### src/rtl/cgs_pkg.sv
package cgs_pkg;

  localparam int STRAP_W = 5;
  localparam int MHZ_W   = 8;

  localparam logic [MHZ_W-1:0] MHZ_66  = 8'd66;
  localparam logic [MHZ_W-1:0] MHZ_100 = 8'd100;
  localparam logic [MHZ_W-1:0] MHZ_200 = 8'd200;
  localparam logic [MHZ_W-1:0] MHZ_133 = 8'd133;

  typedef enum logic [1:0] {
    PH_SUPPLY  = 2'd0,
    PH_SETTLE  = 2'd1,
    PH_WAIT_PG = 2'd2,
    PH_RUN     = 2'd3
  } phase_t;

  // bit 4 mult, bit 3 mid, bit 2 high, bits 1:0 low selects
  typedef struct packed {
    logic       mult;
    logic       hi_mid;
    logic       hi_high;
    logic [1:0] sel;
  } strap_t;

  typedef struct packed {
    logic [MHZ_W-1:0] mhz;
    logic             src_ext;
    logic             hiz;
    logic             test;
  } decode_t;

  function automatic logic [MHZ_W-1:0] code_to_mhz(input logic [1:0] code);
    case (code)
      2'd0:    return MHZ_66;
      2'd1:    return MHZ_100;
      2'd2:    return MHZ_200;
      default: return MHZ_133;
    endcase
  endfunction

endpackage

### src/rtl/cgs_sync.sv
module cgs_sync #(
  parameter int              W       = 1,
  parameter int              STAGES  = 2,
  parameter logic [W-1:0]    RST_VAL = '0
) (
  input  logic         clk,
  input  logic         rst,
  input  logic [W-1:0] d,
  output logic [W-1:0] q
);

  logic [STAGES-1:0][W-1:0] stage_q;

  always_ff @(posedge clk) begin
    if (rst) begin
      for (int i = 0; i < STAGES; i++) stage_q[i] <= RST_VAL;
    end else begin
      stage_q[0] <= d;
      for (int i = 1; i < STAGES; i++) stage_q[i] <= stage_q[i-1];
    end
  end

  assign q = stage_q[STAGES-1];

endmodule

### src/rtl/cgs_settle_timer.sv
module cgs_settle_timer #(
  parameter int TICKS = 250
) (
  input  logic clk,
  input  logic rst,
  input  logic clr,
  input  logic run,
  input  logic tick,
  output logic done
);

  localparam int CNT_W = $clog2(TICKS + 1);
  localparam logic [CNT_W-1:0] LAST = CNT_W'(TICKS - 1);

  logic [CNT_W-1:0] cnt;

  assign done = run && tick && (cnt == LAST);

  always_ff @(posedge clk) begin
    if (rst || clr) begin
      cnt <= '0;
    end else if (run && tick) begin
      cnt <= done ? '0 : cnt + 1'b1;
    end
  end

  // count never leaves the window range
  p_cnt_bound_r2: assert property (@(posedge clk) disable iff (rst)
    cnt < CNT_W'(TICKS));

  // the count only moves on a tick inside the window
  p_cnt_hold_r2: assert property (@(posedge clk) disable iff (rst)
    (!clr && !(run && tick)) |=> $stable(cnt));

endmodule

### src/rtl/cgs_strap_decode.sv
module cgs_strap_decode
  import cgs_pkg::*;
(
  input  strap_t  s,
  output decode_t d
);

  always_comb begin
    d = '0;
    if (s.hi_mid) begin
      if (s.sel == 2'b01) begin
        d.test = 1'b1;
        d.mhz  = MHZ_200;
      end else begin
        d.hiz  = 1'b1;
        d.mhz  = code_to_mhz(s.sel);
      end
    end else begin
      d.src_ext = s.hi_high;
      d.mhz     = code_to_mhz(s.sel);
    end
  end

endmodule

### src/rtl/clkgen_startup_seq.sv
module clkgen_startup_seq
  import cgs_pkg::*;
#(
  parameter int SETTLE_TICKS = 250,
  parameter int SYNC_STAGES  = 2
) (
  input  logic               clk,
  input  logic               rst,
  input  logic               tick,
  input  logic               supply_ok,
  input  logic               pg_n,
  input  logic [1:0]         sel_lo,
  input  logic               sel_hi_high,
  input  logic               sel_hi_mid,
  input  logic               mult_sel,
  output logic [STRAP_W-1:0] strap_word,
  output logic [MHZ_W-1:0]   cpu_mhz,
  output logic               src_external,
  output logic               tristate_mode,
  output logic               test_mode,
  output logic               vco_en,
  output logic               out_en
);

  logic    supply_s;
  logic    pg_s;
  strap_t  strap_raw;
  strap_t  strap_s;
  strap_t  strap_q;
  decode_t dec_now;
  decode_t dec_q;
  phase_t  phase;
  logic    win_done;

  assign strap_raw = {mult_sel, sel_hi_mid, sel_hi_high, sel_lo};

  cgs_sync #(.W(1), .STAGES(SYNC_STAGES), .RST_VAL(1'b0)) u_sync_supply (
    .clk(clk), .rst(rst), .d(supply_ok), .q(supply_s));

  cgs_sync #(.W(1), .STAGES(SYNC_STAGES), .RST_VAL(1'b1)) u_sync_pg (
    .clk(clk), .rst(rst), .d(pg_n), .q(pg_s));

  cgs_sync #(.W(STRAP_W), .STAGES(SYNC_STAGES), .RST_VAL('0)) u_sync_strap (
    .clk(clk), .rst(rst), .d(strap_raw), .q(strap_s));

  cgs_settle_timer #(.TICKS(SETTLE_TICKS)) u_timer (
    .clk(clk), .rst(rst),
    .clr(phase != PH_SETTLE),
    .run(phase == PH_SETTLE),
    .tick(tick),
    .done(win_done));

  cgs_strap_decode u_dec (.s(strap_s), .d(dec_now));

  always_ff @(posedge clk) begin
    if (rst) begin
      phase   <= PH_SUPPLY;
      strap_q <= '0;
      dec_q   <= '0;
      vco_en  <= 1'b0;
      out_en  <= 1'b0;
    end else begin
      case (phase)
        PH_SUPPLY:  if (supply_s) phase <= PH_SETTLE;
        PH_SETTLE:  if (win_done) phase <= PH_WAIT_PG;
        PH_WAIT_PG: if (!pg_s) begin
          phase   <= PH_RUN;
          strap_q <= strap_s;
          dec_q   <= dec_now;
          vco_en  <= 1'b1;
          out_en  <= !dec_now.hiz;
        end
        default: ;
      endcase
    end
  end

  assign strap_word    = strap_q;
  assign cpu_mhz       = dec_q.mhz;
  assign src_external  = dec_q.src_ext;
  assign tristate_mode = dec_q.hiz;
  assign test_mode     = dec_q.test;

  // nothing starts while the settling window is open
  p_window_masks_r3: assert property (@(posedge clk) disable iff (rst)
    (phase == PH_SETTLE) |=> !vco_en);

  // captured straps never move once running
  p_straps_frozen_r5: assert property (@(posedge clk) disable iff (rst)
    vco_en |=> $stable(strap_word) && $stable(cpu_mhz));

  // the VCO stays enabled
  p_run_sticky_r10: assert property (@(posedge clk) disable iff (rst)
    vco_en |=> vco_en);

  // outputs only with the VCO running
  p_out_needs_vco_r10: assert property (@(posedge clk) disable iff (rst)
    out_en |-> vco_en);

  // three-state mode keeps outputs off, modes exclusive
  p_hiz_quiet_r8: assert property (@(posedge clk) disable iff (rst)
    tristate_mode |-> !out_en && !test_mode);

  // test mode runs at the 200 MHz setting
  p_test_rate_r8: assert property (@(posedge clk) disable iff (rst)
    test_mode |-> (cpu_mhz == MHZ_200) && !src_external);

endmodule

### config.mk
export PLATFORM = sky130hd
export DESIGN_NAME = clkgen_startup_seq
export DESIGN_NICKNAME = d
export VERILOG_FILES = /design/src/rtl/cgs_pkg.sv /design/src/rtl/cgs_sync.sv /design/src/rtl/cgs_settle_timer.sv /design/src/rtl/cgs_strap_decode.sv /design/src/rtl/clkgen_startup_seq.sv
export SDC_FILE = /design/constraint.sdc
export NUM_CORES = 1
export LEC_CHECK = 0
export ABC_CLOCK_PERIOD_IN_PS = 1610
export CAP_MARGIN = 20
export CORE_ASPECT_RATIO = 1.75
export CORE_UTILIZATION = 35
export CTS_CLUSTER_SIZE = 12
export DETAILED_ROUTE_END_ITERATION = 10
export DONT_BUFFER_PORTS = 1
export GPL_TIMING_DRIVEN = 0
export HOLD_SLACK_MARGIN = 0.12
export RECOVER_POWER = 100
export SYNTH_ARGS = -nofsm -noshare
export SYNTH_HDL_FRONTEND = slang
export SYNTH_SLANG_ARGS = --single-unit
### constraint.sdc
create_clock -name clk -period 1.61 [get_ports clk]
set_clock_uncertainty 0.15 [all_clocks]
set_input_delay 0.2415 -clock clk [delete_from_list [all_inputs] [get_ports clk]]
set_output_delay 0.2415 -clock clk [all_outputs]
set_load 0.01 [all_outputs]
==> Word level (Yosys, flattened, before mapping) <==
Cells that the tools add are included.
{ "totals": {"regBits": 42, "out_inout_bits": 18, "wordCells": 51} }
{ "op_classes": {"add_sub_neg": 1, "eq_ne": 9, "n_mux": 13, "bitwise_logic": 1, "reduce_logical": 9} }
{ "ops": {"columns": ["operator", "n"], "rows": [
  ["$mux 8", 3],
  ["$pmux 8 s3", 1],
  ["$pmux 8 s2", 1],
  ["$add 8x1->8 const B", 1],
  ["$eq 8x8->1 const B", 1],
  ["$mux 2", 4],
  ["$pmux 2 s3", 1],
  ["$eq 2x1->1 const B", 2],
  ["$eq 2x2->1 const B", 2],
  ["$logic_not 2->1", 2],
  ["$ne 2x1->1 const B", 2],
  ["$ne 2x2->1 const B", 2],
  ["$reduce_and 4->1", 1],
  ["$mux 1", 3],
  ["$reduce_bool 3->1", 1],
  ["$logic_and 1x1->1", 2],
  ["$reduce_and 2->1", 1],
  ["$logic_not 1->1", 1],
  ["$logic_or 1x1->1", 1],
  ["$not 1->1", 1]
]} }

==> Logic depth before layout (Yosys ltp) <==
Gate-level depths: netlist (run 1).
{ "logic_depth": {"depth_word": 5, "depth_mapped": 7, "mapped_depth_nobuf": 6} }

==> Hierarchy <==
A second synthesis (run 1) with hierarchy kept.
{ "unflattened": {"cells_unflattened": 200, "area_unflattened_um2": 1844.3} }
{ "by_module_without_submodules": {"columns": ["module", "instances", "cells_per_inst", "area_each_um2"], "rows": [
  ["clkgen_startup_seq", 1, 97, 849.6],
  ["cgs_settle_timer", 1, 49, 414.1],
  ["cgs_sync (u_sync_strap)", 1, 25, 300.3],
  ["cgs_strap_decode", 1, 21, 175.2],
  ["cgs_sync (u_sync_pg ...)", 2, 4, 52.6]
]} }

==> Worst setup path before layout (run 1) <==
Ideal clock, no wire load.
{ "synth_path": {"path_type": "register -> register", "startpoint": "register phase[1]", "endpoint": "register u_timer.cnt[7]", "setup_ns": 0.115, "arrival_time_ns": 1.218, "t_required_ns": 1.345, "slack_ns": 0.127, "stages_incl_launch_ff": 7, "period_less_slack_ns": 1.483, "path_cell_list": "dfxtp_1 -> inv_1 -> ha_1 -> nand3_2 -> nor4_4 -> xnor2_1 -> nor2_2"} }
{ "synth_via": {"elab_chain_len": 4, "word_cells_on_any_way": 6, "cone_classes": "2 x eq/ne; 1 x mux; 3 x reduce/logical"} }
{ "synth_rtl": {"columns": ["item", "line_no", "text"], "rows": [
  ["start: declaration", "clkgen_startup_seq.sv:32", "phase_t phase;"],
  ["start signal: assignment", "clkgen_startup_seq.sv:57", "phase <= PH_SUPPLY;"],
  ["start signal: assignment", "clkgen_startup_seq.sv:64", "PH_SUPPLY: if (supply_s) phase <= PH_SETTLE;"],
  ["start signal: assignment", "clkgen_startup_seq.sv:65", "PH_SETTLE: if (win_done) phase <= PH_WAIT_PG;"],
  ["$eq 2x1->1", "clkgen_startup_seq.sv:49", ".run(phase == PH_SETTLE),"],
  ["$logic_and 1x1->1", "cgs_settle_timer.sv:17, cgs_settle_timer.sv:22", null],
  ["$logic_and 1x1->1", "cgs_settle_timer.sv:17", "assign done = run && tick && (cnt == LAST);"],
  ["$mux 8", "cgs_settle_timer.sv:23", "cnt <= done ? '0 : cnt + 1'b1;"],
  ["end signal: assignment", "cgs_settle_timer.sv:23", null],
  ["end: declaration", "cgs_settle_timer.sv:15", "logic [CNT_W-1:0] cnt;"]
]} }
Several ways; a longest one is shown, not always the timed one.
A chain may end at the register's enable or synchronous reset.

==> Final worst setup path (run 1) <==
Same ends and word-level chain as after synthesis.

==> summary.md, run 1 <==
| Metric | Value |
|---|---|
| Total number of yosys warnings | 0 |
| CP arrival | 1580 ps |
| Total Routed Length | 2960 um |
| Largest net degree at the start of global routing | 14 |
| Die width | 54.5 um |
| RSZ-0062 raised after global routing | yes |
| Tcrit/Tclk final | 96.0% |
| CP Class | register to register |
| # port buffers | 0 |
| Final worst slack | 64.5 ps |
| Final hold viol count | 0 |
| Most frequent cells in the layout | dfxtp_1 (39), nand2_1 (22), a21oi_1 (15), nor2_1 (15), nor2b_1 (13) |
| H-tree depth | 2 |
| Drt drc | 0 |
| Area Overhead vs Synth | 16.3% |
| Critical Path End Type | register |
| Sw Share | approximately 27% |
| Antenna Nets Post-Route | 0 |
| Layout cells sized above 1 | 13.6% |
| Internal power | 1.52 mW |
| Post-synthesis cell type count | 38 |
| DRT Pass-1 Iters | 4 |
| Core footprint | 4670 um2 |
| Non-Filler Instances | 250 |
| Placed Cells incl. Taps | 232 |
| Design area | slightly below 2000 um2 |
| Detailed placer's ending HPWL | 2160 um |
| Post-synth EDFFs | 0 |
| Gr usage total | between 10% and 20% |
| Outcome | completed |
| Synthesized area | 1690 um2 |
| Max clock buf depth | 2 |
| Minimum clock period | 1550 ps |
| Detailed-route via count | 1,188 |
| DR vias/cell | 4.75 |
| Initial DRC Count | 12 |
| Pre-CTS WS | -89.5 ps |
| Initial core utilization | 36.2% |
| First-pass GRT wire length | roughly 4700 um |
| Vias in the first global route | 1,080 |
| Dpl cell area | 1760 um2 |
| Max rail drop VDD | 0.000809 V |
| Power Total | 2.09 mW |
| Worst EP required | 1650 ps |
| Height of the die | 93.9 um |
| Core Rows | 33 |
| Pwr per Cell Area | 1060 nW/um2 |
| Part of the power in combinational logic | 15.7% |
| Achievable clock frequency | about 650 MHz |
| Sequential fraction of the synthesis area | 48.6% |
| Worst-path clk slew | 80 ps |
| FFs w/ async S/R, synth | 0% |
| # setup viols final | 0 |
| CTS tree | yes |
| Mapped Nets | 203 |
| Clk root buf | clkbuf_8 |
| CTS sink count | 41 |
| Final-report max-slew violation count | 0 |
| Initial antenna violation count | 0 |
| RD Place Congestion | 0.761 |
| Ant. Diodes | 0 |
| DIE AREA | 5120 um2 |
| Synthesis-stage register bit count | 41 |
| Gr ovfl total | 0 |
| Top_reg_cell synth | dfxtp_1 |
| Max FO, Critical Path | 8 |
| Avg WL per Cell | ~12 um |
| Maximum Capacitance Violations | 0 |
| # IOs | 28 |
| HP Class | input port to register |
| Switching power | 0.566 mW |
| Cells after synthesis | between 150 and 200 |
| Clock latency on the worst-skew pair | 290 ps |
| Post-route setup TNS | 0 ps |
| Leak | about 0.72 nW |
| Final #Nets | 220 |
| Startpoint types | register |
| Syn Area/Cell | 9.39 um2 |
| Most common cell after layout, fill and taps aside | dfxtp_1 |
| Clk network pwr share | 31.4% |
| CTS Buf Count | 5 |
| Sequential power share | approximately 53% |
==> logic make-up (layout without fill, tap and decap cells) <==
group                      after synthesis  in the layout  synth area share, %
other                                    1              1                0.222
and+or+nand+nor                         73             73                 23.7
buffers and inverters                   19             37                 4.59
xor gates and xnor gates                 6              6                 3.11
DFF                                     41             41                 48.6
adders and majority gates               13             13                 9.62
AOI/OAI and AO/OA                       25             25                 9.03
muxes                                    2              2                 1.18
==> final timing paths <==
kind                                            from                       to  slack (ps)  depth (start not counted)
worst min-delay path                             rst  u_sync_strap.stage_q[4]         120                          2
worst max-delay path                        phase[1]           u_timer.cnt[7]          60                          6
worst min register to register  u_sync_pg.stage_q[0]              u_sync_pg.q         250                          1
worst max register to register              phase[1]           u_timer.cnt[7]          60                          6
==> cell type report <==
| class | instances | area, um2 |
|---|---|---|
| plain buffers | 8 | 45.0 |
| clock buffers | 5 | 68.8 |
| clock inverters | 3 | 17.5 |
| fillers | 460 | 2700 |
| inverters | 10 | 37.5 |
| multi-input cells | 120 | 800 |
| flip-flops and latches | 41 | 823 |
| well taps | 52 | 65.1 |
| repair buffers | 11 | 109 |
==> flip-flops by register name, indices dropped and copies added (netlist names) <==
register,count
tristate_mode,1
vco_en,1
u_sync_pg.q,1
phase,2
u_sync_supply.stage_q,1
u_sync_strap.stage_q,5
u_timer.cnt,8
u_sync_supply.q,1
cpu_mhz,7
strap_word,5
test_mode,1
u_sync_pg.stage_q,1
out_en,1
u_sync_strap.q,5
src_external,1
==> layer usage <==
metal | share of wire (%) | vias up | wire length, um | global-route usage (%)
met4 | 1.8 | 0 | 52 | 5.77
li1 | - | 619 | - | -
met3 | 4.0 | 5 | 119 | 3.72
met1 | 44 | 538 | 1300 | 14.2
met5 | 0 | - | 0 | 0
met2 | 50 | 26 | 1480 | 21.4
==> stage by stage <==
stage,hold slack (ps),util (%)
floorplan,195,-
global placement,197,37.6
detailed placement,199,37.6
CTS,128,41.5
global route,145,42.1
finish,125,42.1
==> critical path: stages (launching register included) <==
cell and delay (ps):
dfxtp_2 340, inv_1 80, ha_2 280, nand3_2 150, nor4_4 240, xnor2_1 160
nor2_2 40
==> cell usage after synthesis, types with 2 or more instances <==
master	number	area share (%)
or2_2	2	0.74
nor2b_1	14	5.2
a21oi_1	15	4.4
clkbuf_1	6	1.3
ha_1	13	9.6
nand3b_1	2	0.89
nor2_1	15	3.3
nand3_1	3	0.89
buf_2	2	0.59
inv_1	10	2.2
nand2b_1	4	1.5
mux2i_1	2	1.2
xnor2_1	5	2.6
nand2_1	22	4.9
dfxtp_1	41	49
a211oi_1	2	0.89
==> power groups by stage <==
stage,registers [mW],clock network (mW),logic (mW)
3_5_place_dp,1.13,0,0.285
2_1_floorplan,1.12,0,0.231
4_1_cts,1.11,0.679,0.310
3_3_place_gp,1.12,0,0.277
6_report,1.10,0.655,0.328
5_1_grt,1.11,0.727,0.369
==> repair_timing <==
action,in CTS,in global routing
resized for setup,4,4
pin swaps,0,1
endpoints found under the hold margin,10,0
endpoints found under the setup margin,13,14
hold buffers,9,0
setup buffers,0,1
cloned,0,1
(Power assumes the default switching activity.)
==> run 2: changes to the inputs <==
--- a/config.mk
+++ b/config.mk
@@ -5,6 +5,7 @@
 export SDC_FILE = /design/constraint.sdc
 export NUM_CORES = 1
 export LEC_CHECK = 0
+export ABC_AREA = 1
 export ABC_CLOCK_PERIOD_IN_PS = 1610
 export CAP_MARGIN = 20
 export CORE_ASPECT_RATIO = 1.75
@@ -12,7 +13,7 @@
 export CTS_CLUSTER_SIZE = 12
 export DETAILED_ROUTE_END_ITERATION = 10
 export DONT_BUFFER_PORTS = 1
-export GPL_TIMING_DRIVEN = 0
+export GPL_TIMING_DRIVEN = 1
 export HOLD_SLACK_MARGIN = 0.12
 export RECOVER_POWER = 100
 export SYNTH_ARGS = -nofsm -noshare
==> run 2 against run 1 <==
Combinational power is 10% higher. Final area up 8.1%. Wire length rose by 13%. Largest power group unchanged. Die area increased by 1.6%. Non-clock buffer count increased by 5. Final cell count increased by 16%. First-iteration DRC count up 83%. Fmax shrank 1.5%. Synthesized cell count grew 18%. Clock power grew 26%. Register-to-register slack improved by 30 ps. Critical endpoint is now u_sync_pg.stage_q[0]. Via count increased by 14%.
==> summary.md, run 2 <==
| Metric | Value |
|---|---|
| Outcome | completed |
| Initial core utilization | 36.5% (+0.29 points) |
| Max FO, Critical Path | 1 (-7) |
| Gr usage total | 14.0% (+1.2 points) |
| Max incr delay on CP | 560 ps (+220 ps) |
| CTS Buf Count | 5 (unchanged) |
| CTS sink count | 41 (unchanged) |
| Cells after synthesis | 213 (+18%) |
| Top reg by flops | u_timer.cnt |
| Synth top cells by count | dfxtp_1 (41), nand2_1 (36), inv_1 (31) |
| HP Class | input port to register |
| Layout cells sized above 1 | 13.8% (+0.17 points) |
| Design area | 2120 um2 (+8.1%) |
| Height of the die | 94.7 um (+0.83%) |
| CP Class | input port to register |
| DR vias/cell | 4.66 (-2.0%) |
| Total Routed Length | 3360 um (+13%) |
| Placed Cells incl. Taps | 263 (+13%) |
| Post-synth EDFFs | 0 (unchanged) |
| Minimum clock period | 1570 ps (+24.3 ps) |
| Ant. Diodes | 0 (unchanged) |
| Achievable clock frequency | 637 MHz (-1.5%) |
| Final-report max-slew violation count | 0 (unchanged) |
| Sequential fraction of the synthesis area | 47.7% (-0.81 points) |
| Cell taking the most area after synthesis | dfxtp_1 |
| Worst EP required | 1640 ps (about the same) |
| Max clock buf depth | 2 (unchanged) |
| Max rail drop VDD | 0.000978 V (+21%) |
| RSZ-0062 raised after global routing | yes |
| Area Overhead vs Synth | 23.6% |
| FFs w/ async S/R, synth | 0% (unchanged) |
| Synthesis-stage register bit count | 41 (unchanged) |
| Worst-path cell chain | dlygate4sd3_1, or2_2, dlygate4sd3_1 |
| Leak | 0.912 nW (+26%) |
| Initial DRC Count | 22 (+10) |
| # IOs | 28 (unchanged) |
| Worst-path clk slew | 80 ps (about the same) |
| Most used cell, CP | dlygate4sd3_1 |
| Core footprint | 4710 um2 (+0.88%) |
| Most frequent cell after synthesis | dfxtp_1 |
| Maximum Capacitance Violations | 0 (unchanged) |
| RD Place Congestion | 0.798 (+4.8%) |
| # port buffers | 0 (unchanged) |
| Largest net degree at the start of global routing | 28 (+14) |
| Initial antenna violation count | 0 (unchanged) |
| Tcrit/Tclk final | 97.5% (+1.5 points) |
| Gr ovfl total | 0 (unchanged) |
| Final hold viol count | 0 (unchanged) |
| # setup viols final | 0 (unchanged) |
| DIE AREA | 5210 um2 (+1.6%) |
| Detailed placer's ending HPWL | 2360 um (+9.1%) |
| Vias in the first global route | 1,221 (+13%) |
| WHS | 135 ps (+10.4 ps) |
| Worst path slowest cell | dlygate4sd3_1 |
| Pwr per Cell Area | 1080 nW/um2 (+1.9%) |
| Total number of yosys warnings | 0 (unchanged) |
| Clock latency on the worst-skew pair | 290 ps (about the same) |
| Mapped Nets | 236 (+16%) |
| Avg WL per Cell | 11.5 um (-2.6%) |
| Core Rows | 33 (unchanged) |
| CTS tree | yes |
| Detailed-route via count | 1,355 (+14%) |
| Syn Area/Cell | 8.07 um2 (-14%) |
| Dpl cell area | 1800 um2 (+2.3%) |
| Fillers | 489 (+6.3%) |
| Most common cell after layout, fill and taps aside | dfxtp_1 |
| Post-synthesis cell type count | 27 (-29%) |
| Number of flip-flops under the largest register name | 8 (unchanged) |
| Die width | 55.0 um (+0.82%) |
| Critical Path End Type | register |
| Non-Filler Instances | 291 (+16%) |
| Antenna Nets Post-Route | 0 (unchanged) |
| Startpoint types | input port |
| Most frequent cells in the layout | dfxtp_1 (40), nand2_1 (36), inv_1 (31) |
| Top_reg_cell synth | dfxtp_1 |
| Share of the synthesized area in the top cell type | 47.7% (-0.81 points) |
| CP arrival | 1600 ps (+20 ps) |
| Post-CTS setup repair buffer count | 0 (unchanged) |
| Drt drc | 0 (unchanged) |
| First-pass GRT wire length | 5170 um (+9.5%) |
| Final #Nets | 261 (+19%) |
| Clk root buf | clkbuf_8 |
| Post-route setup TNS | 0 ps (unchanged) |
| Largest delay share family, worst path | buffers and inverters |
| Synthesized area | 1720 um2 (+1.7%) |
| H-tree depth | 2 (unchanged) |
| DRT Pass-1 Iters | 4 (unchanged) |
| Top area cells in the synthesized netlist | dfxtp_1 (48%), ha_1 (9.5%), nand2_1 (7.9%) |
| WP buf/inv | 2 (+1) |
==> run 2: changes by cell type after synthesis, moves of 3 or more <==
cell,change
inv_1,+21
nand2_1,+14
nor2_1,+14
nor2b_1,-14
o21ai_0,+6
nand3_1,+5
nand2b_1,-4
nor2_2,+4
xnor2_1,-4
clkbuf_1,-3
==> run 2: routing by layer <==
metal | track usage, % | wire, um
met2 | 24.5 | 1830
met5 | 0 | 0
met4 | 7.71 | 120
met1 | 13.1 | 1220
met3 | 5.31 | 194
==> run 2: power breakdown <==
group | switching [mW] | internal, mW
Clock | 0.363 | 0.465
Combinational | 0.205 | 0.157
Sequential | 0.0449 | 1.06
Total | 0.613 | 1.69
==> run 2: metrics by stage <==
step	util [%]	worst slack [ps]	power [mW]
after global placement	38.1	59.7	1.43
after global routing	45.1	-28.8	2.42
after CTS	44.6	15.9	2.30
after floorplan	-	156	1.36
after detailed placement	38.1	34.0	1.44
final	45.1	40.2	2.30
==> run 2: worst paths after layout <==
kind | startpoint | end | slack [ps] | cells past startpoint
max | pg_n | u_sync_pg.stage_q[0] | 40 | 3
min | rst | strap_word[0] | 130 | 4
max reg2reg | phase[0] | phase[0] | 90 | 8
min reg2reg | u_sync_strap.q[4] | strap_word[4] | 310 | 2
==> run 2: kinds of logic after synthesis <==
logic type               Yosys count  share of synthesized area [%]
AO/OA/AOI/OAI                     27                           8.22
XOR/XNOR                           1                          0.510
adder cells (fa/ha/maj)           13                           9.46
buffers and inverters             39                           9.10
flip-flops                        41                           47.7
other                              1                          0.218
AND/OR/NAND/NOR                   91                           24.7
==> run 2: tightest hold or removal path, delay by kind of cell <==
| family | cells | cell delay [ps] |
|---|---|---|
| AO/OA/AOI/OAI | 2 | 110 |
| buffers and inverters | 2 | 180 |
==> run 2: area by class of cell <==
class / count / area, um2 / share of cell area [%]
Tap cell: 52 / 65.1 / 3.06
Multi-Input combinational cell: 133 / 757 / 35.6
Inverter: 33 / 125 / 5.89
Sequential cell: 41 / 822 / 38.7
Clock buffer: 5 / 68.8 / 3.24
Clock inverter: 3 / 43.8 / 2.06
Timing Repair Buffer: 24 / 243 / 11.4
==> run 2: timing repair <==
action | in CTS | in global routing
setup endpoints to repair | 0 | 8
hold buffers | 19 | 1
endpoints found under the hold margin | 32 | 12
gates resized for setup | 0 | 6
==> run 3: changes to the inputs <==
--- a/config.mk
+++ b/config.mk
@@ -15,6 +15,7 @@
 export DONT_BUFFER_PORTS = 1
 export GPL_TIMING_DRIVEN = 1
 export HOLD_SLACK_MARGIN = 0.12
+export PLACE_DENSITY = 0.52
 export RECOVER_POWER = 100
 export SYNTH_ARGS = -nofsm -noshare
 export SYNTH_HDL_FRONTEND = slang
==> run 3 against run 2 <==
Global-route usage increased by 1.2 points. Critical path depth unchanged. Combinational power increased by 4%. Die area unchanged. Final cell count increased by 1.0%. Sequential share of layout area increased by 0.19 points. Final area decreased by 0.18%. First-iteration DRC count decreased by 14%. Power decreased by 7.0%. Critical path type unchanged. Largest cell class unchanged.
==> summary.md, run 3 (same netlist as run 2, synthesis figures left out) <==
| Metric | Value |
|---|---|
| First-pass GRT wire length | 5700 um (+10%) |
| Worst-path clk slew | 80 ps (about the same) |
| CTS tree | yes |
| Fillers | 484 (-1.0%) |
| Area Overhead vs Synth | 23.4% |
| Leak | 0.910 nW (-0.26%) |
| Final hold viol count | 0 (unchanged) |
| Total Routed Length | 3470 um (+3.3%) |
| Storage cell area | 825 um2 (+0.30%) |
| Most frequent cells in the layout | dfxtp_1 (38), nand2_1 (36), inv_1 (31) |
| Gr ovfl total | 0 (unchanged) |
| Outcome | completed |
| Initial DRC Count | 19 (-14%) |
| Power Total | 2.14 mW (-7.0%) |
| Avg WL per Cell | 11.8 um (+2.3%) |
| Clock latency on the worst-skew pair | 290 ps (about the same) |
| Height of the die | 94.7 um (unchanged) |
| Most common cell after layout, fill and taps aside | dfxtp_1 |
| Max clock buf depth | 2 (unchanged) |
| Largest net degree at the start of global routing | 17 (-39%) |
| # IOs | 28 (unchanged) |
| Final-report max-slew violation count | 0 (unchanged) |
| DR vias/cell | 4.59 (-1.4%) |
| RSZ-0062 raised after global routing | yes |
| Detailed-route via count | 1,350 (-0.37%) |
| Number of flip-flops under the largest register name | 8 (unchanged) |
| Final core occ | 45.1% (-0.080 points) |
| CP arrival | 1590 ps (about the same) |
| # setup viols final | 0 (unchanged) |
| Maximum Capacitance Violations | 0 (unchanged) |
| Vias in the first global route | 1,368 (+12%) |
| Met3 Routed Length | 141 um (-27%) |
| Reg2reg setup slack | 140 ps (+50 ps) |
| H-tree depth | 2 (unchanged) |
| DRT Pass-1 Iters | 4 (unchanged) |
| Layout cells sized above 1 | 16.5% (+2.7 points) |
| CP Class | input port to register |
| Core footprint | 4710 um2 (unchanged) |
| M1 wire length | 1300 um (+6.6%) |
| Final #Nets | 264 (+1.1%) |
| Drt drc | 0 (unchanged) |
| Clk root buf | clkbuf_8 |
| DR WL met2 | 1970 um (+8.0%) |
| Initial antenna violation count | 0 (unchanged) |
| Die width | 55.0 um (unchanged) |
| Startpoint types | input port |
| Multi-input gate area | 767 um2 (+1.3%) |
| HP Class | input port to register |
| Initial core utilization | 36.5% (unchanged) |
| Detailed placer's ending HPWL | 2410 um (+2.5%) |
| Ant. Diodes | 0 (unchanged) |
| Top reg by flops | u_timer.cnt |
| Max rail drop VDD | 0.000570 V (-42%) |
| # port buffers | 0 (unchanged) |
| Pwr per Cell Area | 1010 nW/um2 (-6.8%) |
| DIE AREA | 5210 um2 (unchanged) |
| Worst EP required | 1640 ps (about the same) |
| Critical Path End Type | register |
| Top Layer Used | met4 |
| RD Place Congestion | 0.782 (-2.0%) |
| CTS sink count | 41 (unchanged) |
| Gr usage total | 15.2% (+1.2 points) |
| Minimum clock period | 1550 ps (-16.3 ps) |
| Max FO, Critical Path | 1 (unchanged) |
| Tcrit/Tclk final | 96.5% (-1.0 points) |
| CTS Buf Count | 5 (unchanged) |
| Worst Tran Pin Value | 510 ps |
| Core Rows | 33 (unchanged) |
| Slew HR | 65.9% |
| Antenna Nets Post-Route | 0 (unchanged) |
| Post-route setup TNS | 0 ps (unchanged) |
| Achievable clock frequency | 644 MHz (+1.0%) |
==> run 3: worst max-delay path, stage by stage <==
cell           delay [ps]
dlygate4sd3_1         530
or2_2                 260
dlygate4sd3_1         550
==> run 3: where the power goes <==
group	switching, mW	internal (mW)	leakage (nW)
Clock	0.353	0.299	0.0439
Combinational	0.206	0.169	0.531
Sequential	0.0441	1.07	0.335
==> run 3: timing repair <==
item / CTS / global route
pin swaps: 0 / 0
resized for setup: 1 / 9
endpoints found under the hold margin: 32 / 0
buffers inserted: 0 / 0
gates cloned: 0 / 0
setup endpoints to repair: 3 / 20
hold buffers: 19 / 0
==> run 3: worst paths after layout <==
check                    start                   end  cells past startpoint
max                       pg_n  u_sync_pg.stage_q[0]                      3
min                        rst              phase[1]                      4
max reg2reg           phase[1]        u_timer.cnt[7]                      7
min reg2reg  u_sync_strap.q[4]         strap_word[4]                      2
==> run 3: final cells by class <==
class / count / area share [%]
clock buffer: 5 / 3.24
clock inverter: 3 / 0.826
inverter: 33 / 6.02
multi-input combinational: 133 / 36.2
sequential: 41 / 38.9
tap: 52 / 3.07
timing repair buffer: 27 / 11.8
==> run 3: routing by layer <==
layer / vias to the layer above / global-route usage (%)
met5: - / 0
met4: 0 / 5.83
met3: 7 / 4.99
met2: 21 / 29.1
met1: 616 / 13.4
li1: 706 / -
==> run 3: per-stage QoR <==
| stage | hold slack [ps] | area, um2 | setup slack, ps | std cells |
|---|---|---|---|---|
| floorplan | 195 | 1720 | 156 | 213 |
| global placement | 163 | 1810 | 23.0 | 267 |
| detailed placement | 166 | 1810 | -2.93 | 267 |
| CTS | 122 | 2100 | 37.1 | 294 |
| global route | 144 | 2120 | -5.03 | 294 |
| finish | 114 | 2120 | 56.4 | 294 |
